### config.mk
export PLATFORM = sky130hd
export DESIGN_NAME = ebc_top
export DESIGN_NICKNAME = d
export VERILOG_FILES = /design/src/rtl/ebc_pkg.sv /design/src/rtl/ebc_range_regs.sv /design/src/rtl/ebc_decode.sv /design/src/rtl/ebc_seq.sv /design/src/rtl/ebc_top.sv
export SDC_FILE = /design/constraint.sdc
export NUM_CORES = 1
export LEC_CHECK = 0
export CAP_MARGIN = 20
export CELL_PAD_IN_SITES_DETAIL_PLACEMENT = 1
export CELL_PAD_IN_SITES_GLOBAL_PLACEMENT = 2
export CORE_ASPECT_RATIO = 0.7
export CORE_MARGIN = 2
export CORE_UTILIZATION = 42
export CTS_BUF_LIST = sky130_fd_sc_hd__clkbuf_4
export CTS_CLUSTER_SIZE = 12
export DETAILED_ROUTE_END_ITERATION = 6
export DONT_BUFFER_PORTS = 1
export PLACE_DENSITY_LB_ADDON = 0.1
export SETUP_SLACK_MARGIN = 0.2
export SLEW_MARGIN = 30
export SYNTH_ARGS = -nofsm -noshare
export SYNTH_HDL_FRONTEND = slang
export SYNTH_SLANG_ARGS = --single-unit
### constraint.sdc
create_clock -name clk -period 14.7 [get_ports clk]
set_clock_uncertainty 0.2 [all_clocks]
set_input_delay 2.205 -clock clk [delete_from_list [all_inputs] [get_ports clk]]
set_output_delay 2.205 -clock clk [all_outputs]
set_load 0.1 [all_outputs]
### src/rtl/ebc_pkg.sv
package ebc_pkg;
  typedef enum logic [2:0] {
    ST_IDLE, ST_SETUP, ST_STROBE, ST_RECOV, ST_DONE, ST_HOLD
  } ebc_state_e;

  localparam logic [1:0] KIND_BASE = 2'd0;
  localparam logic [1:0] KIND_MASK = 2'd1;
  localparam logic [1:0] KIND_CTRL = 2'd2;
endpackage

### src/rtl/ebc_range_regs.sv
module ebc_range_regs
  import ebc_pkg::*;
#(
  parameter int N   = 5,
  parameter int AW  = 24,
  parameter int WSW = 4,
  parameter int MW  = 2,
  parameter int IW  = 3
) (
  input  logic                    clk,
  input  logic                    rst,
  input  logic                    cfg_we,
  input  logic [IW-1:0]           cfg_idx,
  input  logic [1:0]              cfg_kind,
  input  logic [AW-1:0]           cfg_wdata,
  output logic [N-1:0][AW-1:0]    base_o,
  output logic [N-1:0][AW-1:0]    mask_o,
  output logic [N-1:0]            en_o,
  output logic [N-1:0][WSW-1:0]   ws_o,
  output logic [N-1:0][MW-1:0]    mode_o
);
  // Window storage: one small register set per window, selected by index.
  for (genvar i = 0; i < N; i++) begin : g_win
    logic [AW-1:0]  base_r, mask_r;
    logic           en_r;
    logic [WSW-1:0] ws_r;
    logic [MW-1:0]  mode_r;
    wire            hit_w = cfg_we && (cfg_idx == IW'(i));

    always_ff @(posedge clk) begin
      if (rst) begin
        base_r <= '0;
        mask_r <= '0;
        en_r   <= 1'b0;
        ws_r   <= '0;
        mode_r <= '0;
      end else if (hit_w) begin
        case (cfg_kind)
          KIND_BASE: base_r <= cfg_wdata;
          KIND_MASK: mask_r <= cfg_wdata;
          KIND_CTRL: begin
            ws_r   <= cfg_wdata[WSW-1:0];
            mode_r <= cfg_wdata[WSW +: MW];
            en_r   <= cfg_wdata[WSW+MW];
          end
          default: ;
        endcase
      end
    end

    assign base_o[i] = base_r;
    assign mask_o[i] = mask_r;
    assign en_o[i]   = en_r;
    assign ws_o[i]   = ws_r;
    assign mode_o[i] = mode_r;
  end
endmodule

### src/rtl/ebc_decode.sv
module ebc_decode #(
  parameter int N   = 5,
  parameter int AW  = 24,
  parameter int WSW = 4,
  parameter int MW  = 2,
  parameter int IW  = 3
) (
  input  logic [AW-1:0]           addr_i,
  input  logic [N-1:0][AW-1:0]    base_i,
  input  logic [N-1:0][AW-1:0]    mask_i,
  input  logic [N-1:0]            en_i,
  input  logic [N-1:0][WSW-1:0]   ws_i,
  input  logic [N-1:0][MW-1:0]    mode_i,
  output logic [IW-1:0]           sel_o,
  output logic [WSW-1:0]          ws_o,
  output logic [MW-1:0]           mode_o
);
  logic [N-1:0] hit;

  for (genvar i = 0; i < N; i++) begin : g_cmp
    assign hit[i] = en_i[i] && (((addr_i ^ base_i[i]) & mask_i[i]) == '0);
  end

  // Scan from the top so the lowest matching index is the last written.
  always_comb begin
    sel_o  = IW'(N);
    ws_o   = '1;
    mode_o = '0;
    for (int i = N - 1; i >= 0; i--) begin
      if (hit[i]) begin
        sel_o  = IW'(i);
        ws_o   = ws_i[i];
        mode_o = mode_i[i];
      end
    end
  end
endmodule

### src/rtl/ebc_seq.sv
module ebc_seq
  import ebc_pkg::*;
#(
  parameter int N   = 5,
  parameter int AW  = 24,
  parameter int DW  = 16,
  parameter int WSW = 4,
  parameter int MW  = 2,
  parameter int IW  = 3
) (
  input  logic              clk,
  input  logic              rst,
  input  logic              cpu_req,
  input  logic              cpu_we,
  input  logic              cpu_wide,
  input  logic [AW-1:0]     cpu_addr,
  input  logic [2*DW-1:0]   cpu_wdata,
  input  logic [IW-1:0]     dec_sel,
  input  logic [WSW-1:0]    dec_ws,
  input  logic [MW-1:0]     dec_mode,
  output logic              cpu_ready,
  output logic [2*DW-1:0]   cpu_rdata,
  output logic [AW-1:0]     ext_addr,
  output logic [DW-1:0]     ext_dout,
  output logic              ext_doe,
  input  logic [DW-1:0]     ext_din,
  output logic [N:0]        ext_cs_n,
  output logic              ext_rd_n,
  output logic              ext_wr_n,
  output logic              ext_bus_en,
  input  logic              ext_hold,
  output logic              ext_hlda
);
  ebc_state_e     st_q, st_d;
  logic [WSW-1:0] cnt_q;
  logic           half_q, wide_q, we_q;
  logic [AW-1:0]  addr_q;
  logic [2*DW-1:0] wdata_q;
  logic [WSW-1:0] ws_q;
  logic [MW-1:0]  mode_q;
  logic [IW-1:0]  sel_q;
  logic [DW-1:0]  rlo_q, rhi_q;

  logic accept, last_half, strobe_end, half_end, n_active, n_half, n_we;
  logic [AW-1:0]   n_base;
  logic [2*DW-1:0] n_wdata;
  logic [IW-1:0]   n_sel;
  ebc_state_e      first_st;

  assign accept     = (st_q == ST_IDLE) && !ext_hold && cpu_req;
  assign last_half  = !wide_q || half_q;
  assign strobe_end = (st_q == ST_STROBE) && (cnt_q == '0);
  assign half_end   = (strobe_end && !mode_q[1]) || (st_q == ST_RECOV);
  assign first_st   = mode_q[0] ? ST_SETUP : ST_STROBE;

  always_comb begin
    st_d = st_q;
    case (st_q)
      ST_IDLE: begin
        if (ext_hold)     st_d = ST_HOLD;
        else if (cpu_req) st_d = dec_mode[0] ? ST_SETUP : ST_STROBE;
      end
      ST_SETUP:  st_d = ST_STROBE;
      ST_STROBE: begin
        if (cnt_q == '0) begin
          if (mode_q[1])      st_d = ST_RECOV;
          else if (last_half) st_d = ST_DONE;
          else                st_d = first_st;
        end
      end
      ST_RECOV: st_d = last_half ? ST_DONE : first_st;
      ST_DONE:  st_d = ext_hold ? ST_HOLD : ST_IDLE;
      ST_HOLD:  st_d = ext_hold ? ST_HOLD : ST_IDLE;
      default:  st_d = ST_IDLE;
    endcase
  end

  // View of the next cycle, used to register every pin one cycle ahead.
  always_comb begin
    n_half   = accept ? 1'b0 : ((half_end && !last_half) ? 1'b1 : half_q);
    n_base   = accept ? cpu_addr  : addr_q;
    n_we     = accept ? cpu_we    : we_q;
    n_wdata  = accept ? cpu_wdata : wdata_q;
    n_sel    = accept ? dec_sel   : sel_q;
    n_active = (st_d == ST_SETUP) || (st_d == ST_STROBE) || (st_d == ST_RECOV);
  end

  logic [AW-1:0] addr_r;
  logic [DW-1:0] dout_r;
  logic [N:0]    cs_r;
  logic          doe_r, rd_r, wr_r, en_r, hlda_r, rdy_r;

  always_ff @(posedge clk) begin
    if (rst) begin
      st_q    <= ST_IDLE;
      cnt_q   <= '0;
      half_q  <= 1'b0;
      wide_q  <= 1'b0;
      we_q    <= 1'b0;
      addr_q  <= '0;
      wdata_q <= '0;
      ws_q    <= '0;
      mode_q  <= '0;
      sel_q   <= '0;
      rlo_q   <= '0;
      rhi_q   <= '0;
      addr_r  <= '0;
      dout_r  <= '0;
      cs_r    <= '1;
      doe_r   <= 1'b0;
      rd_r    <= 1'b1;
      wr_r    <= 1'b1;
      en_r    <= 1'b1;
      hlda_r  <= 1'b0;
      rdy_r   <= 1'b0;
    end else begin
      st_q   <= st_d;
      half_q <= n_half;
      if (accept) begin
        addr_q  <= cpu_addr;
        we_q    <= cpu_we;
        wide_q  <= cpu_wide;
        wdata_q <= cpu_wdata;
        ws_q    <= dec_ws;
        mode_q  <= dec_mode;
        sel_q   <= dec_sel;
        rlo_q   <= '0;
        rhi_q   <= '0;
      end
      if (st_d == ST_STROBE && (st_q != ST_STROBE || cnt_q == '0))
        cnt_q <= accept ? dec_ws : ws_q;
      else if (st_q == ST_STROBE)
        cnt_q <= cnt_q - WSW'(1);
      if (strobe_end && !we_q) begin
        if (half_q) rhi_q <= ext_din;
        else        rlo_q <= ext_din;
      end
      if (n_active) addr_r <= n_base + (n_half ? AW'(2) : AW'(0));
      dout_r <= n_half ? n_wdata[2*DW-1:DW] : n_wdata[DW-1:0];
      cs_r   <= '1;
      if (n_active) cs_r[n_sel] <= 1'b0;
      doe_r  <= n_active && n_we;
      rd_r   <= !((st_d == ST_STROBE) && !n_we);
      wr_r   <= !((st_d == ST_STROBE) && n_we);
      en_r   <= (st_d != ST_HOLD);
      hlda_r <= (st_d == ST_HOLD);
      rdy_r  <= (st_d == ST_DONE);
    end
  end

  assign cpu_ready  = rdy_r;
  assign cpu_rdata  = {rhi_q, rlo_q};
  assign ext_addr   = addr_r;
  assign ext_dout   = dout_r;
  assign ext_doe    = doe_r;
  assign ext_cs_n   = cs_r;
  assign ext_rd_n   = rd_r;
  assign ext_wr_n   = wr_r;
  assign ext_bus_en = en_r;
  assign ext_hlda   = hlda_r;
endmodule

### src/rtl/ebc_top.sv
module ebc_top #(
  parameter int N   = 5,
  parameter int AW  = 24,
  parameter int DW  = 16,
  parameter int WSW = 4,
  parameter int MW  = 2,
  parameter int IW  = $clog2(N + 1)
) (
  input  logic              clk,
  input  logic              rst,
  input  logic              cfg_we,
  input  logic [IW-1:0]     cfg_idx,
  input  logic [1:0]        cfg_kind,
  input  logic [AW-1:0]     cfg_wdata,
  input  logic              cpu_req,
  input  logic              cpu_we,
  input  logic              cpu_wide,
  input  logic [AW-1:0]     cpu_addr,
  input  logic [2*DW-1:0]   cpu_wdata,
  output logic              cpu_ready,
  output logic [2*DW-1:0]   cpu_rdata,
  output logic [AW-1:0]     ext_addr,
  output logic [DW-1:0]     ext_dout,
  output logic              ext_doe,
  input  logic [DW-1:0]     ext_din,
  output logic [N:0]        ext_cs_n,
  output logic              ext_rd_n,
  output logic              ext_wr_n,
  output logic              ext_bus_en,
  input  logic              ext_hold,
  output logic              ext_hlda
);
  logic [N-1:0][AW-1:0]  base, mask;
  logic [N-1:0]          en;
  logic [N-1:0][WSW-1:0] ws;
  logic [N-1:0][MW-1:0]  mode;
  logic [IW-1:0]         dec_sel;
  logic [WSW-1:0]        dec_ws;
  logic [MW-1:0]         dec_mode;

  ebc_range_regs #(.N(N), .AW(AW), .WSW(WSW), .MW(MW), .IW(IW)) regs_i (
    .clk(clk), .rst(rst), .cfg_we(cfg_we), .cfg_idx(cfg_idx),
    .cfg_kind(cfg_kind), .cfg_wdata(cfg_wdata),
    .base_o(base), .mask_o(mask), .en_o(en), .ws_o(ws), .mode_o(mode)
  );

  ebc_decode #(.N(N), .AW(AW), .WSW(WSW), .MW(MW), .IW(IW)) dec_i (
    .addr_i(cpu_addr), .base_i(base), .mask_i(mask), .en_i(en),
    .ws_i(ws), .mode_i(mode),
    .sel_o(dec_sel), .ws_o(dec_ws), .mode_o(dec_mode)
  );

  ebc_seq #(.N(N), .AW(AW), .DW(DW), .WSW(WSW), .MW(MW), .IW(IW)) seq_i (
    .clk(clk), .rst(rst),
    .cpu_req(cpu_req), .cpu_we(cpu_we), .cpu_wide(cpu_wide),
    .cpu_addr(cpu_addr), .cpu_wdata(cpu_wdata),
    .dec_sel(dec_sel), .dec_ws(dec_ws), .dec_mode(dec_mode),
    .cpu_ready(cpu_ready), .cpu_rdata(cpu_rdata),
    .ext_addr(ext_addr), .ext_dout(ext_dout), .ext_doe(ext_doe),
    .ext_din(ext_din), .ext_cs_n(ext_cs_n), .ext_rd_n(ext_rd_n),
    .ext_wr_n(ext_wr_n), .ext_bus_en(ext_bus_en),
    .ext_hold(ext_hold), .ext_hlda(ext_hlda)
  );
endmodule

# Word level (Yosys, flattened, before mapping)
# Index checks and enable logic that the tools add are counted.
word_totals:
  output_inout_bits: 84
  ff_bits: 434
  elab_cells: 184
  input_bits: 108
op_classes:
  eq_ne: 18
  n_lt_le_gt_ge: 2
  bitwise_logic: 12
  mux: 43
  n_reduce_logical: 61
  add_sub_neg: 2
ops:
  columns: ["cell", "n"]
  rows:
  - ["$and A24 B24 Y24", 5]
  - ["$logic_not A24 Y1", 5]
  - ["$xor A24 B24 Y24", 5]
  - ["$mux W16", 7]
  - ["$mux W3", 11]
  - ["$mux W32", 1]
  - ["$mux W4", 8]
  - ["$reduce_and A2 Y1", 15]
  - ["$add A24 B24 Y24", 1]
  - ["$mux W24", 1]
  - ["$logic_and A1 B1 Y1", 21]
  - ["$eq A3 B2 Y1 const B", 6]
  - ["$mux W2", 8]
  - ["$eq A3 B3 Y1 const B", 5]
  - ["$pmux W3 S5", 1]
  - ["$eq A3 B1 Y1 const B", 3]
  - ["$logic_not A1 Y1", 8]
  - ["$logic_not A3 Y1", 2]
  - ["$not A6 Y6", 1]
  - ["$logic_or A1 B1 Y1", 5]
  - ["$mux W1", 5]
  - ["$logic_not A4 Y1", 1]
  - ["$lt A3 B4 Y1 const B", 1]
  - ["$reduce_or A2 Y1", 2]
  - ["10 further kinds", 10]

# Depth between registers and ports, before layout
# Gate-level depths: netlist of run 1.
logic_depth:
  depth_word: 18
  mapped_depth: 19
  mapped_depth_nobuf: 16

# Modules after synthesis
# A second synthesis of run 1 with hierarchy kept.
hier_totals:
  cells_unflattened: 2009
  area_unflattened_um2: 19453.7
modules_own_cells:
  columns: ["module", "cells_per_inst", "area_each_um2", "seq_area_each_um2", "n_inst"]
  rows:
  - ["ebc_range_regs", 963, 10772.8, 5505.3, 1]
  - ["ebc_seq", 770, 6501.2, 3183.1, 1]
  - ["ebc_decode", 276, 2179.6, 0.0, 1]

# Worst setup path before layout of run 1
# OpenSTA, ideal clock, no wires.
synth_timing:
  path_kind: "input -> register"
  from: "input cpu_req"
  to: "register seq_i.addr_r[23], in the netlist seq_i.ext_addr[23]"
  path_stages: 18
  setup_ns: 0.068
  slack_ns: 8.048
  arrival_time_ns: 6.384
  path_buffers: 6
  required_ns: 14.432
  path_cell_list: "or4b_1 -> or2_2 -> clkbuf_1 -> clkbuf_1 -> clkbuf_1 -> clkbuf_1 -> clkbuf_1 -> buf_1 -> nand2_1 -> nand2_1 -> ha_1 -> ha_1 -> a21boi_1 -> or3b_1 -> nor4_1 -> xnor2_1 -> mux2i_1 -> nor2_1"
synth_via:
  word_cells_on_any_way: 13
  classes_between: "add/sub: 1; eq/ne: 3; mux: 6; reduce/logical: 3"
synth_rtl:
  columns: ["element", "line_no", "source"]
  rows:
  - ["start, declared", "ebc_top.sv:15", "input logic cpu_req,"]
  - ["$logic_and A1 B1 Y1", "ebc_seq.sv:50", "assign accept = (st_q == ST_IDLE) && !ext_hold && cpu_req;"]
  - ["$mux W24", "ebc_seq.sv:81", "n_base = accept ? cpu_addr : addr_q;"]
  - ["net seq_i.n_base[1]", "ebc_seq.sv:45", "logic [AW-1:0] n_base;"]
  - ["$add A24 B24 Y24", "ebc_seq.sv:138", "if (n_active) addr_r <= n_base + (n_half ? AW'(2) : AW'(0));"]
  - ["end signal, assigned", "ebc_seq.sv:138", null]
  - ["end, declared", "ebc_seq.sv:88", "logic [AW-1:0] addr_r;"]
# The timed path passes the listed nets, and every way through them passes these cells.
# A chain may end at the register's enable or synchronous reset.

# Worst setup path in the final report of run 1
# Same ends and word-level chain as after synthesis.

==> summary.md, run 1 <==
| Metric | Value |
|---|---|
| Unrepaired setup endpoints after global routing | `no` |
| Count of final max-slew check failures | `0` |
| Count of state elements after synthesis | `434` |
| Synth area leader | `sky130_fd_sc_hd__dfxtp_1` |
| Data arrival, critical path | `6.12 ns` |
| Per-cell routed wire length | `22.2 µm` |
| Syn avg cell area | `8.11 µm²` |
| Initial core utilization | `42.4%` |
| Endpoint of the worst hold-timing path | `regs_i.g_win[2].mask_r[9]` |
| Sequential-to-total area share from yosys stat | `48.6%` |
| Cell-internal power | `0.00178 W` |
| I/O pins | `192` |
| Hpwl dp | `40500 µm` |
| Via count of the first global-routing pass | `15.4k` |
| Portion of total power attributed to the clock network | `39.7%` |
| Total number of yosys warnings | `0` |
| Number of vias after detailed routing | `15.3k` |
| Max FO, Critical Path | `50` |
| Total DRC errors in the routed layout | `0` |
| Class of the tightest hold or removal check | `reg2reg` |
| Clock buffer depth | `3` |
| Die Span Y | `177 µm` |
| Post-Syn Area | `0.0179 mm²` |
| Antenna Nets Post-Route | `0` |
| Slowest cell delay on critical path | `0.60 ns` |
| Drt first pass iters | `7` |
| Combinational power share | `7.2%` |
| Launch instance of the worst min-delay path | `regs_i.g_win[2].mask_r[9]` |
| Detailed router's first-iteration violation count | `908` |
| GPL Wtd Cong | `0.798` |
| Switching power total | `0.000715 W` |
| Category of the worst setup path capture point | `register` |
| Number of enable flip-flop cells after synthesis | `0` |
| Setup Buffers After CTS | `0` |
| Die area | `0.0443 mm²` |
| Reg-to-reg setup timing slack | `10.03 ns` |
| Global-route total usage across every layer | `27.6%` |
| Number of hold-repair buffers added at the cts stage | `0` |
| Number of antenna violations at the first check in global routing | `2` |
| Post-cts sizing count | `0` |
| Worst hold path stage count | `2` |
| CP Cell Sequence | `or4b_1 > or2_4 > buf_4 > nand2_1 > nand2_1 > ha_1 > ha_1 > a21boi_1 > or3b_1 > nor4_1 > xnor2_1 > mux2i_1 > nor2_1` |
| Share of synthesized registers carrying an async set or reset | `0%` |
| Ranking of synthesized cells by instance count | `625 x sky130_fd_sc_hd__nand2_1, 434 x sky130_fd_sc_hd__dfxtp_1, 340 x sky130_fd_sc_hd__a21oi_1` |
| Global-route wire length before repair | `93100 µm` |
| Area of the core | `0.0422 mm²` |
| Count leader, synth | `sky130_fd_sc_hd__nand2_1` |
| Core Rows | `63` |
| Cell count of the worst reg-to-reg path | `13` |
| Area fraction of the dominant cell type after synthesis | `48.6%` |
| Total overflow reported by the global router | `0` |
| Launch instance of the worst register-to-register path | `seq_i.st_q[0]` |
| Total power draw | `0.00249 W` |
| CTS tree | `built` |
| Final layout net count | `2278` |
| PD cells | `128 mW/mm²` |
| Area growth, synth to finish | `8.52%` |
| Number of distinct library cells after synthesis | `55` |
| Data required time at the worst endpoint | `15.24 ns` |
| Status | `completed` |
| Cells after DPL | `2608` |
| Number of standard cells in the final layout excluding fillers | `2782` |
| Sequential share of power | `53.1%` |
| Top FF cell, synth | `sky130_fd_sc_hd__dfxtp_1` |
| # setup viols final | `0` |
| Die Span X | `251 µm` |
| Setup total negative slack | `0 ns` |
| Pleak | `7.25 nW` |
| Post-Syn Nets | `2319` |
| Maximum number of pins on one net before global-route repair | `402` |
| Biggest area contributors in the synthesized netlist | `sky130_fd_sc_hd__dfxtp_1 49%, sky130_fd_sc_hd__nand2_1 13%, sky130_fd_sc_hd__a21oi_1 9.5%, sky130_fd_sc_hd__xor2_1 6.4%, sky130_fd_sc_hd__mux2i_1 4.8%` |
| WS Path Type | `in2reg` |
| Max Fclk | `179 MHz` |
| Clock root buffer | `sky130_fd_sc_hd__clkbuf_4` |
| Max stage delay cell, worst path | `sky130_fd_sc_hd__buf_4` |
| Max-cap violation count | `0` |
| Sort of element at the start of the critical path | `primary input` |
| Share of layout cells above drive strength 1 | `9.88%` |
| Source-to-sink clock delay at the later pin of the worst-skew pair | `0.83 ns` |
| Mapped Cells | `2207` |
| Critical register-to-register path endpoint | `seq_i.ext_addr[23]` |
| Worst-case vdd ir drop | `0.0000532 V` |
| Clock transition at the register clock pins on the worst setup and hold paths after CTS | `0.06 ns` |
| Worst slew margin relative to its limit | `29.8%` |
| Final period util | `38.0%` |
| Htree depth | `3` |
| Clock buffer count from CTS | `108` |
| Final Critical Period | `5.58 ns` |
| Via density | `5.49` |
| Total clock sinks | `434` |
| Total wire length | `61800 µm` |
| Transition time at the pin with the least slew margin | `1.05 ns` |
| Final count of hold timing violations | `0` |
| Share of total power consumed by net switching | `28.7%` |
| Count of buffers inserted at the top-level ports | `0` |
## power by group through the flow
stage / clock network [W] / registers [W] / logic [W]
after global routing: 0.00108 / 0.00132 / 0.000201
after floorplan: 0 / 0.00134 / 0.000173
final: 0.000990 / 0.00132 / 0.000179
after detailed placement: 0 / 0.00135 / 0.000179
after CTS: 0.00101 / 0.00132 / 0.000181
after global placement: 0 / 0.00135 / 0.000172
## final cells by class
| class | instances | area, µm² |
|---|---|---|
| multi-input cells | 1593 | 8580 |
| clock inverters | 15 | 90.1 |
| fillers | 5072 | 22800 |
| repair buffers | 19 | 143 |
| clock buffers | 156 | 1170 |
| inverters | 10 | 37.5 |
| flip-flops and latches | 434 | 8690 |
| diodes | 3 | 7.51 |
| well taps | 552 | 691 |
## kinds of logic after synthesis
kind of cell    synth area share, %
compound gates                 13.7
xor+xnor                       7.10
buf+inv                        4.07
flops                          48.6
fa+ha+maj                     0.280
mux                            5.00
simple gates                   21.3
## critical path, delay by kind of cell
family	cells	cell delay, ns
buf+inv	1	0.60
mux	1	0.08
simple gates	7	2.00
fa+ha+maj	2	0.54
compound gates	1	0.49
xor+xnor	1	0.16
## worst max-delay path by stage
stage / to / start
after floorplan: seq_i.ext_addr[23] / cpu_req
after global placement: seq_i.ext_addr[23] / cpu_req
after detailed placement: seq_i.ext_addr[23] / cpu_req
after CTS: seq_i.ext_addr[23] / cpu_req
after global routing: seq_i.ext_addr[23] / cpu_req
final: seq_i.ext_addr[23] / cpu_req
## flip-flops by register name, indices dropped and copies added, names as in the netlist, 4 cells and up
register	flops
seq_i.cnt_q	4
seq_i.addr_q	24
seq_i.ext_cs_n	6
seq_i.ws_q	4
seq_i.wdata_q	32
regs_i.g_win.mask_r	120
seq_i.rlo_q	16
regs_i.g_win.mode_r	10
seq_i.ext_addr	24
seq_i.rhi_q	16
regs_i.g_win.en_r	5
regs_i.g_win.base_r	120
seq_i.ext_dout	16
regs_i.g_win.ws_r	20
## cells in the final DEF (no fill, tap or decap), types with 4 or more instances in the layout
master / Yosys / routed
sky130_fd_sc_hd__nor2_2: 0 / 4
sky130_fd_sc_hd__and4_1: 4 / 4
sky130_fd_sc_hd__nand2b_1: 6 / 6
sky130_fd_sc_hd__dfxtp_1: 434 / 429
sky130_fd_sc_hd__o21ai_0: 9 / 9
sky130_fd_sc_hd__a222oi_1: 4 / 4
sky130_fd_sc_hd__nor3_2: 0 / 5
sky130_fd_sc_hd__nor3_1: 16 / 9
sky130_fd_sc_hd__dfxtp_2: 0 / 5
sky130_fd_sc_hd__nand2_1: 625 / 615
sky130_fd_sc_hd__a211oi_1: 4 / 4
sky130_fd_sc_hd__and2_1: 11 / 11
sky130_fd_sc_hd__nand2_2: 0 / 10
sky130_fd_sc_hd__o21ai_1: 4 / 4
sky130_fd_sc_hd__a21oi_1: 340 / 340
sky130_fd_sc_hd__inv_1: 10 / 10
sky130_fd_sc_hd__nor2b_1: 7 / 7
sky130_fd_sc_hd__nand3_1: 50 / 50
sky130_fd_sc_hd__nor4_1: 9 / 8
sky130_fd_sc_hd__buf_4: 2 / 19
sky130_fd_sc_hd__and3_1: 7 / 7
sky130_fd_sc_hd__ha_1: 4 / 4
sky130_fd_sc_hd__a211o_1: 5 / 5
sky130_fd_sc_hd__clkinv_1: 0 / 8
sky130_fd_sc_hd__or3_1: 7 / 7
sky130_fd_sc_hd__mux2i_1: 86 / 86
sky130_fd_sc_hd__a22oi_1: 51 / 51
sky130_fd_sc_hd__o221ai_1: 4 / 4
sky130_fd_sc_hd__clkbuf_4: 0 / 156
sky130_fd_sc_hd__nand4_1: 19 / 19
sky130_fd_sc_hd__xor2_1: 130 / 130
sky130_fd_sc_hd__xnor2_1: 15 / 15
sky130_fd_sc_hd__nor2_1: 135 / 130
## per-layer routing
metal | GRT usage, % | part of all wire, %
met2 | 41.7 | 44
met5 | 0 | 0
met3 | 6.65 | 5.8
met4 | 8.66 | 2.1
met1 | 38.8 | 48
## through the flow
stage               setup WS [ns]  utilization, %  hold WS (ns)  cell area, µm²
finish                       9.12            46.0         0.253           19400
global route                 8.83            46.0         0.270           19400
CTS                          9.17            46.0         0.255           19400
detailed placement           8.28            43.0         0.246           18100
global placement             8.28            42.9         0.240           18100
floorplan                    8.05               -         0.233           17900
No activity file was read; power rests on OpenSTA's default activity.
==> run 2, diff against run 1 <==
- CORE_UTILIZATION: 42 -> 35
- clock period: 14.7 -> 4.5 ns (I/O delays scaled with it)
==> run 2 against run 1 <==
Net effect:
- via count increased by 12%
- clock power increased to 3.7 times the previous value
- first-iteration DRC count increased by 46%
- setup slack got worse by 8.8 ns
- critical path type is now reg2reg
- count of clock-buffer cells in the layout increased by 24
==> summary.md, run 2 (synthesis results as in run 1) <==
| Metric | Value |
|---|---|
| Category of the worst setup path capture point | `register (unchanged)` |
| Number of vias after detailed routing | `17.1k (was 15.3k)` |
| Global-route total usage across every layer | `28.0% (was 27.6%)` |
| Commonest non-fill, non-tap cell in the layout | `sky130_fd_sc_hd__nand2_1 (unchanged)` |
| Setup total negative slack | `0 ns (unchanged)` |
| Global-route wire length before repair | `110000 µm (was 93100 µm)` |
| Share of layout cells above drive strength 1 | `10.5% (was 9.88%)` |
| Worst slew margin relative to its limit | `30.3% (was 29.8%)` |
| Final Critical Period | `4.13 ns` |
| Total DRC errors in the routed layout | `0 (unchanged)` |
| CTS tree | `built (unchanged)` |
| Top Registers | `regs_i.g_win.base_r x120, regs_i.g_win.mask_r x120, seq_i.wdata_q x32 (unchanged)` |
| Count of filler cells inserted in the layout | `6065 (was 5072)` |
| Core Rows | `69 (was 63)` |
| Via count of the first global-routing pass | `17.4k (was 15.4k)` |
| Area of the core | `0.0506 mm² (was 0.0422 mm²)` |
| Class of the tightest hold or removal check | `in2reg (was reg2reg)` |
| Clock buffer count from CTS | `113 (was 108)` |
| Pleak | `9.21 nW (was 7.25 nW)` |
| Via density | `5.27 (was 5.49)` |
| Max Fclk | `242 MHz` |
| Status | `completed (unchanged)` |
| Initial core utilization | `35.4% (was 42.4%)` |
| Post-route setup slack | `0.369 ns (was 9.12 ns)` |
| Met2 demand-to-capacity share in global routing | `41.9% (was 41.7%)` |
| Die Span Y | `193 µm (was 177 µm)` |
| Data arrival, critical path | `4.72 ns (was 6.12 ns)` |
| Total wire length | `75300 µm (was 61800 µm)` |
| Total overflow reported by the global router | `0 (unchanged)` |
| Antenna Nets Post-Route | `0 (unchanged)` |
| Pre-CTS setup slack | `0.319 ns (was 8.28 ns)` |
| Transition time at the pin with the least slew margin | `1.04 ns (was 1.05 ns)` |
| PD cells | `389 mW/mm² (was 128 mW/mm²)` |
| Leading cell types in the layout, fill and taps excluded | `620 x sky130_fd_sc_hd__nand2_1, 431 x sky130_fd_sc_hd__dfxtp_1, 340 x sky130_fd_sc_hd__a21oi_1 (was 615 x sky130_fd_sc_hd__nand2_1, 429 x sky130_fd_sc_hd__dfxtp_1, 340 x sky130_fd_sc_hd__a21oi_1)` |
| Max FO, Critical Path | `15 (was 50)` |
| Data required time at the worst endpoint | `5.09 ns (was 15.24 ns)` |
| Number of antenna violations at the first check in global routing | `7 (was 2)` |
| Clock transition at the register clock pins on the worst setup and hold paths after CTS | `0.08 ns (was 0.06 ns)` |
| Die Span X | `274 µm (was 251 µm)` |
| WS Path Type | `reg2reg (was in2reg)` |
| Count of final max-slew check failures | `0 (unchanged)` |
| Count of buffers inserted at the top-level ports | `0 (unchanged)` |
| GPL Wtd Cong | `0.802 (was 0.798)` |
| Maximum number of pins on one net before global-route repair | `221 (was 402)` |
| Htree depth | `3 (unchanged)` |
| Source-to-sink clock delay at the later pin of the worst-skew pair | `0.90 ns (was 0.83 ns)` |
| Final layout net count | `2590 (was 2278)` |
| Per-cell routed wire length | `23.2 µm (was 22.2 µm)` |
| Drt first pass iters | `5 (was 7)` |
| Final count of hold timing violations | `0 (unchanged)` |
| Met1 Resource Use GR | `39.3% (was 38.8%)` |
| Final period util | `91.8%` |
| Met3 demand-to-capacity share in global routing | `7.33% (was 6.65%)` |
| Clock root buffer | `sky130_fd_sc_hd__clkbuf_4 (unchanged)` |
| # setup viols final | `0 (unchanged)` |
| Area growth, synth to finish | `28.2% (was 8.52%)` |
| Total clock sinks | `434 (unchanged)` |
| Max-cap violation count | `0 (unchanged)` |
| Detailed router's first-iteration violation count | `1327 (was 908)` |
| Worst-case vdd ir drop | `0.000195 V (was 0.0000532 V)` |
| Clock buffer depth | `3 (unchanged)` |
| Die area | `0.0530 mm² (was 0.0443 mm²)` |
| Unrepaired setup endpoints after global routing | `no (unchanged)` |
| Sort of element at the start of the critical path | `register (was primary input)` |
| I/O pins | `192 (unchanged)` |
| Hpwl dp | `45100 µm (was 40500 µm)` |
| Most used routing layer in global routing | `met2 (unchanged)` |
[run 2: changes by cell type in the layout (fill, tap and decap cells not counted), sizes merged]
cell	previous run	this run
clkbuf	156	181
clkinv	11	15
bufinv	1	3
buf	19	46
dlygate4sd3	0	279
diode	3	9
[run 2: per-layer routing]
layer / up-vias / part of all wire, %
met4: 2 / 2.4
met1: 8530 / 47
met5: - / 0.015
met2: 518 / 44
li1: 7951 / -
met3: 122 / 7.4
[run 2: final timing paths]
check | to | cells past startpoint | from | slack (ns)
worst max-delay path | seq_i.ext_addr[11] | 12 | regs_i.g_win[2].base_r[8] | 0.37
worst min-delay path | regs_i.g_win[1].base_r[3] | 4 | cfg_kind[1] | 0.06
worst max register to register | seq_i.ext_addr[11] | 12 | regs_i.g_win[2].base_r[8] | 0.37
worst min register to register | regs_i.g_win[4].mask_r[20] | 2 | regs_i.g_win[4].mask_r[20] | 0.25
[run 2: layout make-up]
cell class                      count  area (µm²)  share of cell area (%)
Tap cell                          674         843                    3.68
Antenna cell                        9        22.5                  0.0982
Clock inverter                     21         163                   0.709
Inverter                           10        37.5                   0.164
Clock buffer                      180        1350                    5.89
Multi-Input combinational cell   1593        8600                    37.5
Sequential cell                   434        8690                    37.9
Timing Repair Buffer              326        3240                    14.1
[run 2: repair_timing]
action	CTS	global route
hold endpoints to repair	427	0
endpoints found under the setup margin	0	3
gates resized for setup	0	2
buffers inserted	0	2
hold buffers	282	0
[run 2: critical path, stage by stage (launching register included)]
cell                            delay, ns
sky130_fd_sc_hd__dfxtp_1             0.33
sky130_fd_sc_hd__xor2_1              0.18
sky130_fd_sc_hd__a222oi_1            0.77
sky130_fd_sc_hd__nor4b_4             0.37
sky130_fd_sc_hd__buf_4               0.23
sky130_fd_sc_hd__nor2b_1             0.19
sky130_fd_sc_hd__nor2_1              0.07
sky130_fd_sc_hd__a211o_2             0.34
sky130_fd_sc_hd__o31ai_4             0.31
sky130_fd_sc_hd__buf_12              0.20
sky130_fd_sc_hd__mux2i_1             0.20
sky130_fd_sc_hd__nor2_1              0.06
sky130_fd_sc_hd__dlygate4sd3_1       0.57
[run 2: report_power, final]
| group | total [W] | internal, W | switching, W |
|---|---|---|---|
| registers | 0.00432 | 0.00395 | 0.000368 |
| clock network | 0.00369 | 0.00197 | 0.00173 |
| logic | 0.000902 | 0.000369 | 0.000533 |
| total | 0.00892 | 0.00629 | 0.00263 |
[run 2: through the flow]
step	hold WS (ns)	cell area [µm²]	std cells	util [%]	total power (W)
CTS	0.00511	22800	3234	45.2	0.00896
global placement	0.240	18500	2751	36.5	0.00502
detailed placement	0.247	18500	2751	36.5	0.00504
finish	0.0556	22900	3247	45.4	0.00892
floorplan	0.233	17900	2207	-	0.00495
global route	0.00551	22900	3247	45.4	0.00932
==> run 3, diff against run 2 <==
- ABC_AREA: unset -> 1
- CORE_UTILIZATION: 35 -> 34
- REMOVE_ABC_BUFFERS: unset -> 1
==> run 3 against run 2 <==
Net effect:
- cell count increased by 8.6%
- clock power fell by 4%
- register-to-register slack improved by 0.29 ns
- count of clock-buffer cells in the layout shrank 3
- setup slack improved by 0.29 ns
- total power up 8.0%
- combinational power rose by 32%
- die area grew 6.8%
- first-iteration DRC count down 23%
- worst hold slack better by 0.033 ns
- utilization fell by 5.3 points
- non-clock buffer count is 193 lower
==> summary.md, run 3 <==
| Metric | Value |
|---|---|
| Multi-input logic area | `0.00831 mm² (was 0.00860 mm²)` |
| Count of filler cells inserted in the layout | `6870 (was 6065)` |
| Final count of hold timing violations | `0 (unchanged)` |
| Mapped Cells | `2629 (was 2207)` |
| Class of the tightest hold or removal check | `in2reg (unchanged)` |
| Sort of element at the start of the critical path | `register (unchanged)` |
| Global-route total usage across every layer | `24.8% (was 28.0%)` |
| Max FO, Critical Path | `6 (was 15)` |
| Clock buffer depth | `3 (unchanged)` |
| Number of vias after detailed routing | `17.9k (was 17.1k)` |
| Post-Syn Area | `0.0186 mm² (was 0.0179 mm²)` |
| Clock buffer count from CTS | `116 (was 113)` |
| Hpwl dp | `46300 µm (was 45100 µm)` |
| Detailed router's first-iteration violation count | `1027 (was 1327)` |
| Pleak | `8.41 nW (was 9.21 nW)` |
| WS Path Type | `reg2reg (unchanged)` |
| Final Critical Period | `3.84 ns (was 4.13 ns)` |
| Core Rows | `71 (was 69)` |
| Area fraction of the dominant cell type after synthesis | `46.8% (was 48.6%)` |
| Initial core utilization | `34.5% (was 35.4%)` |
| Worst-case vdd ir drop | `0.000206 V (was 0.000195 V)` |
| Max stage delay cell, worst path | `sky130_fd_sc_hd__dfxtp_1 (was sky130_fd_sc_hd__a222oi_1)` |
| Ranking of synthesized cells by instance count | `539 x sky130_fd_sc_hd__nand2_1, 434 x sky130_fd_sc_hd__dfxtp_1, 318 x sky130_fd_sc_hd__nor2_1 (was 625 x sky130_fd_sc_hd__nand2_1, 434 x sky130_fd_sc_hd__dfxtp_1, 340 x sky130_fd_sc_hd__a21oi_1)` |
| Htree depth | `3 (unchanged)` |
| # setup viols final | `0 (unchanged)` |
| Total power draw | `0.00963 W (was 0.00892 W)` |
| Per-cell routed wire length | `20.1 µm (was 23.2 µm)` |
| Die Span Y | `200 µm (was 193 µm)` |
| Total clock sinks | `434 (unchanged)` |
| Count of final max-slew check failures | `0 (unchanged)` |
| Global-route wire length before repair | `108000 µm (was 110000 µm)` |
| Number of antenna violations at the first check in global routing | `5 (was 7)` |
| Worst slew margin relative to its limit | `30.9% (was 30.3%)` |
| Via density | `5.07 (was 5.27)` |
| Share of synthesized registers carrying an async set or reset | `0% (unchanged)` |
| Number of hold-repair buffers added at the cts stage | `101 (was 282)` |
| Die area | `0.0566 mm² (was 0.0530 mm²)` |
| CP Cell Sequence | `inv_1 > nor3_1 > inv_1 > nor2_1 > inv_1 > o21ai_1 > nand3_1 > o21ai_2 > ha_1 > ha_1 > nand4_1 > nor4_2 > nand2_1 > nor2_2 > nand2_1 > xor2_1 > nor3_1 > nor2_1 (was xor2_1 > a222oi_1 > nor4b_4 > buf_4 > nor2b_1 > nor2_1 > a211o_2 > o31ai_4 > buf_12 > mux2i_1 > nor2_1 > dlygate4sd3_1)` |
| Unrepaired setup endpoints after global routing | `no (unchanged)` |
| I/O pins | `192 (unchanged)` |
| Data required time at the worst endpoint | `5.09 ns (about the same)` |
| Total overflow reported by the global router | `0 (unchanged)` |
| Via count of the first global-routing pass | `18.3k (was 17.4k)` |
| Total wire length | `70900 µm (was 75300 µm)` |
| Commonest non-fill, non-tap cell in the layout | `sky130_fd_sc_hd__nand2_1 (unchanged)` |
| Final period util | `85.4% (was 91.8%)` |
| Status | `completed (unchanged)` |
| Clock root buffer | `sky130_fd_sc_hd__clkbuf_4 (unchanged)` |
| Number of distinct library cells after synthesis | `43 (was 55)` |
| Total number of yosys warnings | `0 (unchanged)` |
| Slowest cell delay on critical path | `0.41 ns (was 0.77 ns)` |
| Share of layout cells above drive strength 1 | `10.5% (about the same)` |
| Total DRC errors in the routed layout | `0 (unchanged)` |
| Cell repeated most along the worst path | `sky130_fd_sc_hd__inv_1 (was sky130_fd_sc_hd__nor2_1)` |
| Data arrival, critical path | `4.43 ns (was 4.72 ns)` |
| Antenna Nets Post-Route | `0 (unchanged)` |
| Count leader, synth | `sky130_fd_sc_hd__nand2_1 (unchanged)` |
| Setup Buffers After CTS | `0 (unchanged)` |
| FF+latch area | `0.00869 mm² (about the same)` |
| Post-route setup slack | `0.658 ns (was 0.369 ns)` |
| Biggest area contributors in the synthesized netlist | `sky130_fd_sc_hd__dfxtp_1 47%, sky130_fd_sc_hd__nand2_1 11%, sky130_fd_sc_hd__a21oi_1 8.2%, sky130_fd_sc_hd__o21ai_0 7.7%, sky130_fd_sc_hd__nor2_1 6.4% (was sky130_fd_sc_hd__dfxtp_1 49%, sky130_fd_sc_hd__nand2_1 13%, sky130_fd_sc_hd__a21oi_1 9.5%, sky130_fd_sc_hd__xor2_1 6.4%, sky130_fd_sc_hd__mux2i_1 4.8%)` |
| Pre-CTS setup slack | `0.704 ns (was 0.319 ns)` |
| Number of enable flip-flop cells after synthesis | `0 (unchanged)` |
| Setup total negative slack | `0 ns (unchanged)` |
| Clock transition at the register clock pins on the worst setup and hold paths after CTS | `0.07 ns (was 0.08 ns)` |
| Max Fclk | `260 MHz (was 242 MHz)` |
| Source-to-sink clock delay at the later pin of the worst-skew pair | `0.91 ns (was 0.90 ns)` |
| Synth area leader | `sky130_fd_sc_hd__dfxtp_1 (unchanged)` |
| Top FF cell, synth | `sky130_fd_sc_hd__dfxtp_1 (unchanged)` |
| Transition time at the pin with the least slew margin | `1.04 ns (about the same)` |
| Final layout net count | `2825 (was 2590)` |
| Category of the worst setup path capture point | `register (unchanged)` |
| Leading cell types in the layout, fill and taps excluded | `537 x sky130_fd_sc_hd__nand2_1, 430 x sky130_fd_sc_hd__dfxtp_1, 313 x sky130_fd_sc_hd__nor2_1 (was 620 x sky130_fd_sc_hd__nand2_1, 431 x sky130_fd_sc_hd__dfxtp_1, 340 x sky130_fd_sc_hd__a21oi_1)` |
| GPL Wtd Cong | `0.831 (was 0.802)` |
| Sequential-to-total area share from yosys stat | `46.8% (was 48.6%)` |
| Count of buffers inserted at the top-level ports | `0 (unchanged)` |
| CTS tree | `built (unchanged)` |
| Area growth, synth to finish | `16.2% (was 28.2%)` |
| PD cells | `446 mW/mm² (was 389 mW/mm²)` |
| Drt first pass iters | `5 (unchanged)` |
| Top Registers | `regs_i.g_win.base_r x120, regs_i.g_win.mask_r x120, seq_i.wdata_q x32 (unchanged)` |
| Syn avg cell area | `7.07 µm² (was 8.11 µm²)` |
| Count of state elements after synthesis | `434 (unchanged)` |
| Max-cap violation count | `0 (unchanged)` |
| Die Span X | `283 µm (was 274 µm)` |
| Maximum number of pins on one net before global-route repair | `150 (was 221)` |
| Post-cts sizing count | `0 (unchanged)` |
| Area of the core | `0.0538 mm² (was 0.0506 mm²)` |
==> run 3: cell count changes after synthesis, moves of 86 or more <==
cell                      previous run  this run
sky130_fd_sc_hd__o21ai_0             9       284
sky130_fd_sc_hd__inv_1              10       218
sky130_fd_sc_hd__nor2_1            135       318
sky130_fd_sc_hd__nand3_1            50       197
sky130_fd_sc_hd__xor2_1            130        14
sky130_fd_sc_hd__nand2_1           625       539
==> run 3: power by group <==
group | internal [W] | leakage [nW] | switching, W
clock network | 0.00182 | 0.862 | 0.00173
logic | 0.000380 | 4.03 | 0.000810
registers | 0.00404 | 3.52 | 0.000846
total | 0.00625 | 8.41 | 0.00338
==> run 3: cell families (layout without fill, tap and decap cells) <==
logic type	Yosys count	count (layout)	share of synthesized area, %
other cells	0	5	0
xor+xnor	22	22	1.04
buf+inv	412	575	8.80
compound gates	616	616	16.9
fa+ha+maj	4	4	0.269
mux	17	17	0.916
simple gates	1124	1124	25.3
flops	434	434	46.8
==> run 3: per-stage QoR <==
step / hold WS, ns / cell area, µm² / util, % / cells
floorplan: 0.222 / 17900 / - / 2462
global route: 0.0187 / 21600 / 40.1 / 3527
finish: 0.0890 / 21600 / 40.1 / 3527
CTS: 0.00510 / 21600 / 40.1 / 3522
global placement: 0.232 / 19100 / 35.5 / 3224
detailed placement: 0.241 / 19100 / 35.5 / 3224
==> run 3: layer usage <==
metal	wire length [µm]	vias up	share of wire (%)	global-route usage, %
li1	-	8733	-	-
met1	35100	8650	50	35.0
met2	30600	378	43	38.1
met3	3840	108	5.4	5.18
met4	1350	2	1.9	7.07
met5	7	-	0.0099	0
==> run 3: final timing paths <==
path / endpoint / start / cells past startpoint / slack, ns
worst max-delay path: seq_i.ext_addr[17] / seq_i.st_q[1] / 18 / 0.66
worst min-delay path: regs_i.g_win[3].mask_r[0] / cfg_wdata[0] / 3 / 0.09
worst max register to register: seq_i.ext_addr[17] / seq_i.st_q[1] / 18 / 0.66
worst min register to register: regs_i.g_win[4].mask_r[3] / regs_i.g_win[4].mask_r[3] / 2 / 0.25
==> run 3: critical path: cells and delay by family, from the launching register on <==
family                   cells  cell delay (ns)
AO/OA/AOI/OAI                2             0.26
XOR/XNOR                     1             0.15
adder cells (fa/ha/maj)      2             0.43
buffers and inverters        3             0.38
flip-flops                   1             0.41
AND/OR/NAND/NOR             10             1.91
==> run 3: area by class of cell <==
class | count | share of cell area, %
antenna | 5 | 0.0580
clock buffer | 177 | 6.16
clock inverter | 20 | 0.522
inverter | 245 | 4.29
multi-input combinational | 1783 | 38.5
sequential | 434 | 40.3
tap | 730 | 4.23
timing repair buffer | 133 | 5.97
